**config.mk**
```make
export PLATFORM = sky130hd
export DESIGN_NAME = adc_scan_seq
export DESIGN_NICKNAME = d
export VERILOG_FILES = /design/src/rtl/adc_scan_pkg.sv /design/src/rtl/adc_scan_ctrl.sv /design/src/rtl/adc_scan_fsm.sv /design/src/rtl/adc_scan_results.sv /design/src/rtl/adc_scan_seq.sv
export SDC_FILE = /design/constraint.sdc
export NUM_CORES = 1
export LEC_CHECK = 0
export BUFFER_PORTS_ARGS = -buffer_cell sky130_fd_sc_hd__buf_2
export CAP_MARGIN = 10
export CORE_MARGIN = 4
export CORE_UTILIZATION = 40
export CTS_BUF_LIST = sky130_fd_sc_hd__clkbuf_8 sky130_fd_sc_hd__clkbuf_16
export CTS_CLUSTER_SIZE = 12
export DETAILED_ROUTE_END_ITERATION = 6
export GPL_TIMING_DRIVEN = 1
export PLACE_DENSITY = 0.71
export SYNTH_ARGS = -nofsm -noshare
export SYNTH_HDL_FRONTEND = slang
export SYNTH_HIERARCHICAL = 1
export SYNTH_SLANG_ARGS = --single-unit
```
**constraint.sdc**
```tcl
create_clock -name clk -period 4.2 [get_ports clk]
set_input_delay 0 -clock clk [delete_from_list [all_inputs] [get_ports clk]]
set_output_delay 0 -clock clk [all_outputs]
set_load 0.005 [all_outputs]
```
**src/rtl/adc_scan_pkg.sv**
```systemverilog
package adc_scan_pkg;

    localparam int CFG_W   = 6;
    localparam int CNT_W   = 2;
    localparam int GRP_MAX = 2 ** CNT_W;

    // control word bit positions
    localparam int B_CNT_LO = 0;
    localparam int B_BANK   = 2;
    localparam int B_IE     = 3;
    localparam int B_RUN    = 4;
    localparam int B_KEEP   = 5;

    typedef struct packed {
        logic [CNT_W-1:0] cnt;
        logic             bank;
        logic             ie;
    } scan_cfg_t;

    typedef enum logic {
        SEQ_IDLE = 1'b0,
        SEQ_WAIT = 1'b1
    } seq_state_t;

    function automatic scan_cfg_t decode_cfg(input logic [CFG_W-1:0] w);
        scan_cfg_t c;
        c.cnt  = w[B_CNT_LO +: CNT_W];
        c.bank = w[B_BANK];
        c.ie   = w[B_IE];
        return c;
    endfunction

    function automatic logic idx_is_last(input logic [CNT_W-1:0] idx,
                                         input logic [CNT_W-1:0] cnt);
        return idx >= cnt;
    endfunction

endpackage

```
**src/rtl/adc_scan_ctrl.sv**
```systemverilog
module adc_scan_ctrl
    import adc_scan_pkg::*;
(
    input  logic             clk,
    input  logic             rst,
    input  logic             wr_en,
    input  logic [CFG_W-1:0] wr_data,
    input  logic             trig_timer,
    input  logic             trig_ext,
    input  logic             pass_done,
    output logic             start_q,
    output logic             start_nxt,
    output logic [CNT_W-1:0] cnt_q,
    output logic             bank_nxt,
    output logic             flag_q,
    output logic             irq
);

    scan_cfg_t cfg_q, cfg_nxt;
    logic      flag_nxt;

    always_comb begin
        cfg_nxt   = wr_en ? decode_cfg(wr_data) : cfg_q;
        start_nxt = trig_timer | trig_ext | (wr_en ? wr_data[B_RUN] : start_q);
        flag_nxt  = flag_q;
        if (wr_en && !wr_data[B_KEEP]) flag_nxt = 1'b0;
        if (pass_done)                 flag_nxt = 1'b1;
    end

    always_ff @(posedge clk) begin
        if (rst) begin
            cfg_q   <= '0;
            start_q <= 1'b0;
            flag_q  <= 1'b0;
        end else begin
            cfg_q   <= cfg_nxt;
            start_q <= start_nxt;
            flag_q  <= flag_nxt;
        end
    end

    assign cnt_q    = cfg_q.cnt;
    assign bank_nxt = cfg_nxt.bank;
    assign irq      = flag_q & cfg_q.ie;

endmodule

```
**src/rtl/adc_scan_fsm.sv**
```systemverilog
module adc_scan_fsm
    import adc_scan_pkg::*;
#(
    parameter  int NUM_CH     = 8,
    parameter  int GRP_OFFSET = 4,
    localparam int CH_W       = $clog2(NUM_CH)
) (
    input  logic             clk,
    input  logic             rst,
    input  logic             start_q,
    input  logic             start_nxt,
    input  logic [CNT_W-1:0] cnt_q,
    input  logic             bank_nxt,
    input  logic             conv_done,
    output logic             conv_start,
    output logic [CH_W-1:0]  conv_ch,
    output logic             res_we,
    output logic             pass_done
);

    seq_state_t       state_q;
    logic [CNT_W-1:0] idx_q, idx_nxt;
    logic [CH_W-1:0]  ch_q, base_nxt;
    logic             cs_q, rise, accept, last;

    always_comb begin
        rise     = start_nxt & ~start_q;
        accept   = (state_q == SEQ_WAIT) && conv_done && start_nxt;
        last     = idx_is_last(idx_q, cnt_q);
        idx_nxt  = (rise || last) ? '0 : idx_q + 1'b1;
        base_nxt = bank_nxt ? CH_W'(GRP_OFFSET) : '0;
    end

    always_ff @(posedge clk) begin
        if (rst) begin
            state_q <= SEQ_IDLE;
            idx_q   <= '0;
            ch_q    <= '0;
            cs_q    <= 1'b0;
        end else begin
            cs_q <= 1'b0;
            if (!start_nxt) begin
                state_q <= SEQ_IDLE;
            end else if (rise || accept) begin
                state_q <= SEQ_WAIT;
                idx_q   <= idx_nxt;
                ch_q    <= base_nxt + CH_W'(idx_nxt);
                cs_q    <= 1'b1;
            end
        end
    end

    assign conv_start = cs_q;
    assign conv_ch    = ch_q;
    assign res_we     = accept;
    assign pass_done  = accept && last;

endmodule

```
**src/rtl/adc_scan_results.sv**
```systemverilog
module adc_scan_results #(
    parameter  int NUM_CH = 8,
    parameter  int DATA_W = 10,
    localparam int CH_W   = $clog2(NUM_CH)
) (
    input  logic                     clk,
    input  logic                     rst,
    input  logic                     we,
    input  logic [CH_W-1:0]          ch,
    input  logic [DATA_W-1:0]        data,
    output logic [NUM_CH*DATA_W-1:0] res_flat
);

    for (genvar g = 0; g < NUM_CH; g++) begin : g_slot
        logic [DATA_W-1:0] val_q;
        always_ff @(posedge clk) begin
            if (rst)                          val_q <= '0;
            else if (we && ch == CH_W'(g))    val_q <= data;
        end
        assign res_flat[g*DATA_W +: DATA_W] = val_q;
    end

endmodule

```
**src/rtl/adc_scan_seq.sv**
```systemverilog
module adc_scan_seq
    import adc_scan_pkg::*;
#(
    parameter  int DATA_W     = 10,
    parameter  int NUM_CH     = 8,
    parameter  int GRP_OFFSET = 4,
    localparam int CH_W       = $clog2(NUM_CH)
) (
    input  logic                     clk,
    input  logic                     rst,
    input  logic                     wr_en,
    input  logic [CFG_W-1:0]         wr_data,
    input  logic                     trig_timer,
    input  logic                     trig_ext,
    output logic                     conv_start,
    output logic [CH_W-1:0]          conv_ch,
    input  logic                     conv_done,
    input  logic [DATA_W-1:0]        conv_data,
    output logic [NUM_CH*DATA_W-1:0] res_flat,
    output logic                     start_bit,
    output logic                     end_flag,
    output logic                     irq
);

    logic             start_nxt, bank_nxt, res_we, pass_done;
    logic [CNT_W-1:0] cnt_q;

    adc_scan_ctrl u_ctrl (
        .clk        (clk),
        .rst        (rst),
        .wr_en      (wr_en),
        .wr_data    (wr_data),
        .trig_timer (trig_timer),
        .trig_ext   (trig_ext),
        .pass_done  (pass_done),
        .start_q    (start_bit),
        .start_nxt  (start_nxt),
        .cnt_q      (cnt_q),
        .bank_nxt   (bank_nxt),
        .flag_q     (end_flag),
        .irq        (irq)
    );

    adc_scan_fsm #(.NUM_CH(NUM_CH), .GRP_OFFSET(GRP_OFFSET)) u_fsm (
        .clk        (clk),
        .rst        (rst),
        .start_q    (start_bit),
        .start_nxt  (start_nxt),
        .cnt_q      (cnt_q),
        .bank_nxt   (bank_nxt),
        .conv_done  (conv_done),
        .conv_start (conv_start),
        .conv_ch    (conv_ch),
        .res_we     (res_we),
        .pass_done  (pass_done)
    );

    adc_scan_results #(.NUM_CH(NUM_CH), .DATA_W(DATA_W)) u_res (
        .clk      (clk),
        .rst      (rst),
        .we       (res_we),
        .ch       (conv_ch),
        .data     (conv_data),
        .res_flat (res_flat)
    );

endmodule

```
# --- Word-level counts from Yosys, hierarchy flattened ---
# Index checks and enable logic that the tools add are counted.
op_classes:
  magnitude_cmp: 1
  muxes: 7
  eq_ne: 7
  reduce_logical: 19
  addsub: 2
  n_bitwise: 6
ops:
  columns: ["cell", "n"]
  rows:
  - ["== test 3 bit (second input constant)", 4]
  - ["logical AND 1 bit", 12]
  - ["== test 3 x 2 -> 1 bit (second input constant)", 2]
  - ["2-to-1 mux 1 bit", 4]
  - ["2-to-1 mux 2 bit", 2]
  - ["adder 3 x 2 -> 3 bit", 1]
  - ["== test 3 x 1 -> 1 bit (second input constant)", 1]
  - ["zero test 3 bit", 1]
  - ["2-to-1 mux 3 bit", 1]
  - ["adder 2 x 1 -> 2 bit (second input constant)", 1]
  - ["AND 1 bit", 2]
  - ["greater-or-equal comparator 2 bit", 1]
  - ["logical OR 1 bit", 2]
  - ["NOT 1 bit", 2]
  - ["OR 1 bit", 2]
  - ["AND reduction 2 bit", 1]
  - ["nonzero test 2 bit", 1]
  - ["OR reduction 2 bit", 1]
  - ["zero test 1 bit", 1]
totals:
  inputBits: 22
  word_cells: 59
  output_inout_bits: 87
  regBits: 93

# --- Logic depth before layout (Yosys ltp) ---
logic_depth:
  ltp_word: 6
  ltp_mapped: 9
  mapped_depth_nobuf: 7

# --- Cells and area by module ---
# The synthesis kept the hierarchy.
modules_own_cells:
  columns: ["module", "cells_per_inst", "seq_area_each_um2", "area_per_inst_um2", "instances"]
  rows:
  - ["adc_scan_results", 290, 1601.5, 3209.3, 1]
  - ["adc_scan_fsm", 30, 100.1, 267.8, 1]
  - ["adc_scan_ctrl", 25, 120.1, 260.2, 1]

# --- Worst setup path after synthesis ---
# OpenSTA, ideal clock, no wires.
synth_path:
  path_type: "reg2reg"
  start: "reg u_ctrl.start_q"
  end: "reg u_res.g_slot[0].val_q[0]"
  arrival_time_ns: 1.662
  period_less_slack_ns: 1.791
  n_path_buf: 2
  setup_time_ns: 0.129
  stages_incl_launch_ff: 9
  setup_slack_ns: 2.409
  required_time_ns: 4.071
  path_cell_list: "dfxtp_1 mux2i_1 nand2_1 nand3_2 inv_1 buf_2 or4b_4 buf_6 mux2i_1"
synth_via:
  elab_chain_cells: 4
synth_rtl:
  columns: ["item", "line", "rtl"]
  rows:
  - ["start: declaration", "adc_scan_ctrl.sv:11", "output logic start_q,"]
  - ["start signal: assignment", "adc_scan_ctrl.sv:37", "start_q <= start_nxt;"]
  - ["2-to-1 mux 1 bit", "adc_scan_ctrl.sv:24", "start_nxt = trig_timer | trig_ext | (wr_en ? wr_data[B_RUN] : start_q);"]
  - ["OR 1 bit", "adc_scan_ctrl.sv:24", null]
  - ["named net start_nxt", "adc_scan_seq.sv:25", "logic start_nxt, bank_nxt, res_we, pass_done;"]
  - ["logical AND 1 bit", "adc_scan_fsm.sv:28", "accept = (state_q == SEQ_WAIT) && conv_done && start_nxt;"]
  - ["named net res_we", "adc_scan_seq.sv:25", null]
  - ["logical AND 1 bit", "adc_scan_results.sv:18", "else if (we && ch == CH_W'(g)) val_q <= data;"]
  - ["end signal: assignment", "adc_scan_results.sv:18", null]
  - ["end: declaration", "adc_scan_results.sv:15", "logic [DATA_W-1:0] val_q;"]
# The timed path passes the listed nets, and every way through them passes these cells.
# A chain may end at the register's enable or synchronous reset.

# --- Worst setup path in the final report ---
layout_path:
  start: "reg u_ctrl.start_q"
  end: "reg u_res.g_slot[7].val_q[0]"
layout_via:
  elab_chain_cells: 4
layout_rtl:
  columns: ["item", "line"]
  rows:
  - ["2-to-1 mux 1 bit", "adc_scan_ctrl.sv:24"]
  - ["OR 1 bit", "adc_scan_ctrl.sv:24"]
  - ["named net start_nxt", "adc_scan_seq.sv:25"]
  - ["logical AND 1 bit", "adc_scan_fsm.sv:28"]
  - ["named net res_we", "adc_scan_seq.sv:25"]
  - ["logical AND 1 bit", "adc_scan_results.sv:18"]
  - ["end signal: assignment", "adc_scan_results.sv:18"]
  - ["end: declaration", "adc_scan_results.sv:15"]
# The timed path passes the listed nets, and every way through them passes these cells.

==> flow_summary.json <==
{
  "ioPinCount": 109,
  "fmax_ghz": 0.459,
  "die_w_microns": 105,
  "vias": 2709,
  "core_sq_mm": 0.00915,
  "intPower_mw": 1.23,
  "timing.final.crit_share_pct": 51.8,
  "rows": 35,
  "grt.overflow.total": 0,
  "end_kind": "flip-flop",
  "seqPwrFrac_pct": 54.9,
  "hold_viol": 0,
  "grtUsageMet3_pct": 3.52,
  "ys_types": 33,
  "viasPerCell": 4.89,
  "power.leakage_nw": 2.42,
  "final-setup-viol-count": 0,
  "worstSetupPathType": "flip-flop to flip-flop",
  "h-tree-depth": 3,
  "synth_warnings": 6,
  "max_slew_margin_pct": 46.6,
  "final_common_cell": "buf_2",
  "fin_skew_ns": 0.0126,
  "io_buffers": 108,
  "synth_top_area_cell": "dfxtp_1",
  "startpoint_type": "flip-flop",
  "cp.arrival_ns": 2.44,
  "firstDrtPassIters": 6,
  "drv_slew": 0,
  "tightest_slew_ns": 0.802,
  "swShare_pct": 23.2,
  "numCtsBuffers": 9,
  "post_cts_buffers": 0,
  "power_per_cell_area_mw_per_mm2": 354,
  "rsz0062_at_grt": "no",
  "finalSetupTns_ns": 0,
  "drc_errors": 0,
  "outcome": "completed",
  "yosysSeqAreaShare_pct": 48.7,
  "power_mw": 1.61,
  "place.gp.congestion": 0.785,
  "die_h_microns": 105,
  "grt_pass1_vias": 2706,
  "syn_nets": 369,
  "cts_tree": "built",
  "synth_area_sq_mm": 0.00374,
  "diodes": 0,
  "synthToLayoutAreaGrowth_pct": 21.5,
  "whs_ns": 0.0160,
  "drv_cap": 0,
  "pwr-share-comb_pct": 6.4,
  "avgRoutedWirePerCell_microns": 16.4,
  "start_util_pct": 40.8,
  "critPathMaxFanout": 10,
  "ys_seq_elements": 91,
  "path_clk_slew_ns": 0.09,
  "required_ns": 4.46,
  "power.switching_uw": 373,
  "design_area_sq_mm": 0.00454,
  "fin_util_pct": 49.6,
  "dieArea_sq_mm": 0.0110,
  "clockBufferDepth": 2,
  "clkSinkCount": 91,
  "post_cts_resize_count": 0,
  "drive_above_1_share_pct": 29.8,
  "layout_common_cells": "buf_2 (108), nand2b_1 (92), dfxtp_1 (91)",
  "hold_path_class": "input pin to flip-flop",
  "fin_crit_ns": 2.18,
  "ant_nets": 0,
  "place_hpwl_microns": 6260,
  "netlist_instances": 345,
  "grt.total_usage_pct": 16.8,
  "syn_area_per_cell_sq_um": 10.8,
  "clock_latency_ns": 0.35,
  "ys_top_cells_by_area": "dfxtp_1 (49%), mux2i_1 (22%), nand2b_1 (15%), clkbuf_1 (1.6%), buf_2 (1.2%)",
  "hold_buffers": 7,
  "placed_cell_area_sq_mm": 0.00426,
  "met2_usage_pct": 27.7,
  "synth_top_area_share_pct": 48.7,
  "final_nets": 463,
  "grt_pass1_wl_microns": 14500,
  "drt-initial-drc-count": 110,
  "grt_max_degree": 61,
  "clkPwrFrac_pct": 38.7,
  "ir_drop_mv": 0.139,
  "drt_wl_total_microns": 9090,
  "antenna_found_initial": 0,
  "cts_root_buf": "clkbuf_8",
  "grt-busiest-layer": "met2",
  "use_met1_pct": 21.2
}
[synthesized netlist by cell type, drive strengths merged]
cell type,count
inv,6
a21boi,2
mux2i,84
nand4b,3
nand4,1
o221a,1
nor2b,1
nor3,1
clkbuf,16
o31a,1
a211oi,1
ha,2
nand2,2
and4bb,2
nand4bb,3
nand3,1
or4b,1
o21ai,1
nor2,6
mux2,1
a2111o,1
nor4,1
dfxtp,91
a21oi,5
buf,17
nand3b,1
nand2b,92
and2,1
[power groups by stage]
| stage | Clock (mW) | Combinational [mW] | Sequential [mW] |
|---|---|---|---|
| floorplan | 0 | 0.0659 | 0.901 |
| global placement | 0 | 0.0966 | 0.901 |
| global route | 0.677 | 0.112 | 0.884 |
| detailed placement | 0 | 0.0982 | 0.902 |
| finish | 0.623 | 0.102 | 0.882 |
| CTS | 0.644 | 0.103 | 0.882 |
[registers in the layout (all words and copies together) (netlist names)]
name / flops
u_ctrl/cnt_q: 2
u_fsm/conv_ch: 2
u_ctrl/flag_q: 1
u_ctrl/start_q: 1
u_fsm/idx_q: 1
u_res/g_slot.val_q: 80
u_fsm/state_q: 1
u_ctrl/cfg_q: 2
u_fsm/conv_start: 1
[final timing paths]
| check | startpoint | to | slack [ns] | cells past startpoint |
|---|---|---|---|---|
| setup / recovery | u_ctrl/start_q | u_res/g_slot[7].val_q[0] | 2.02 | 6 |
| hold / removal | conv_done | u_fsm/conv_start | 0.02 | 3 |
| setup reg to reg | u_ctrl/start_q | u_res/g_slot[7].val_q[0] | 2.02 | 6 |
| hold reg to reg | u_res/g_slot[1].val_q[1] | u_res/g_slot[1].val_q[1] | 0.47 | 2 |
[cells by family after synthesis]
group / count (synthesis) / synth area share, %
AND/OR/NAND/NOR: 116 / 20.3
multiplexers: 85 / 22.9
flip-flops: 91 / 48.7
buffers and inverters: 39 / 5.02
adder cells (fa/ha/maj): 2 / 0.669
AO/OA/AOI/OAI: 12 / 2.34
[routing by layer]
layer	up-vias	share of wire, %
met5	-	0
met4	0	2.0
met3	13	4.8
met2	76	49
met1	1293	44
li1	1327	-
[stage by stage]
step	instances	setup slack, ns
after CTS	554	2.02
after detailed placement	532	2.05
final	554	2.02
after global placement	532	2.15
after floorplan	345	2.41
after global routing	554	1.81
[worst max-delay path, stage by stage, from the launching register on]
cell and delay [ns]:
dfxtp_1 0.39, mux2i_1 0.10, nand2_1 0.16, nand3_2 0.13, inv_1 0.23, nand4_1 0.67, mux2i_1 0.39
[layout make-up]
class / count / area (sq um)
fillers: 876 / 4610
flip-flops and latches: 91 / 1820
multi-input cells: 215 / 1730
repair buffers: 116 / 618
clock buffers: 11 / 151
well taps: 111 / 139
clock inverters: 4 / 58.8
inverters: 6 / 22.5
(Power assumes the default switching activity.)
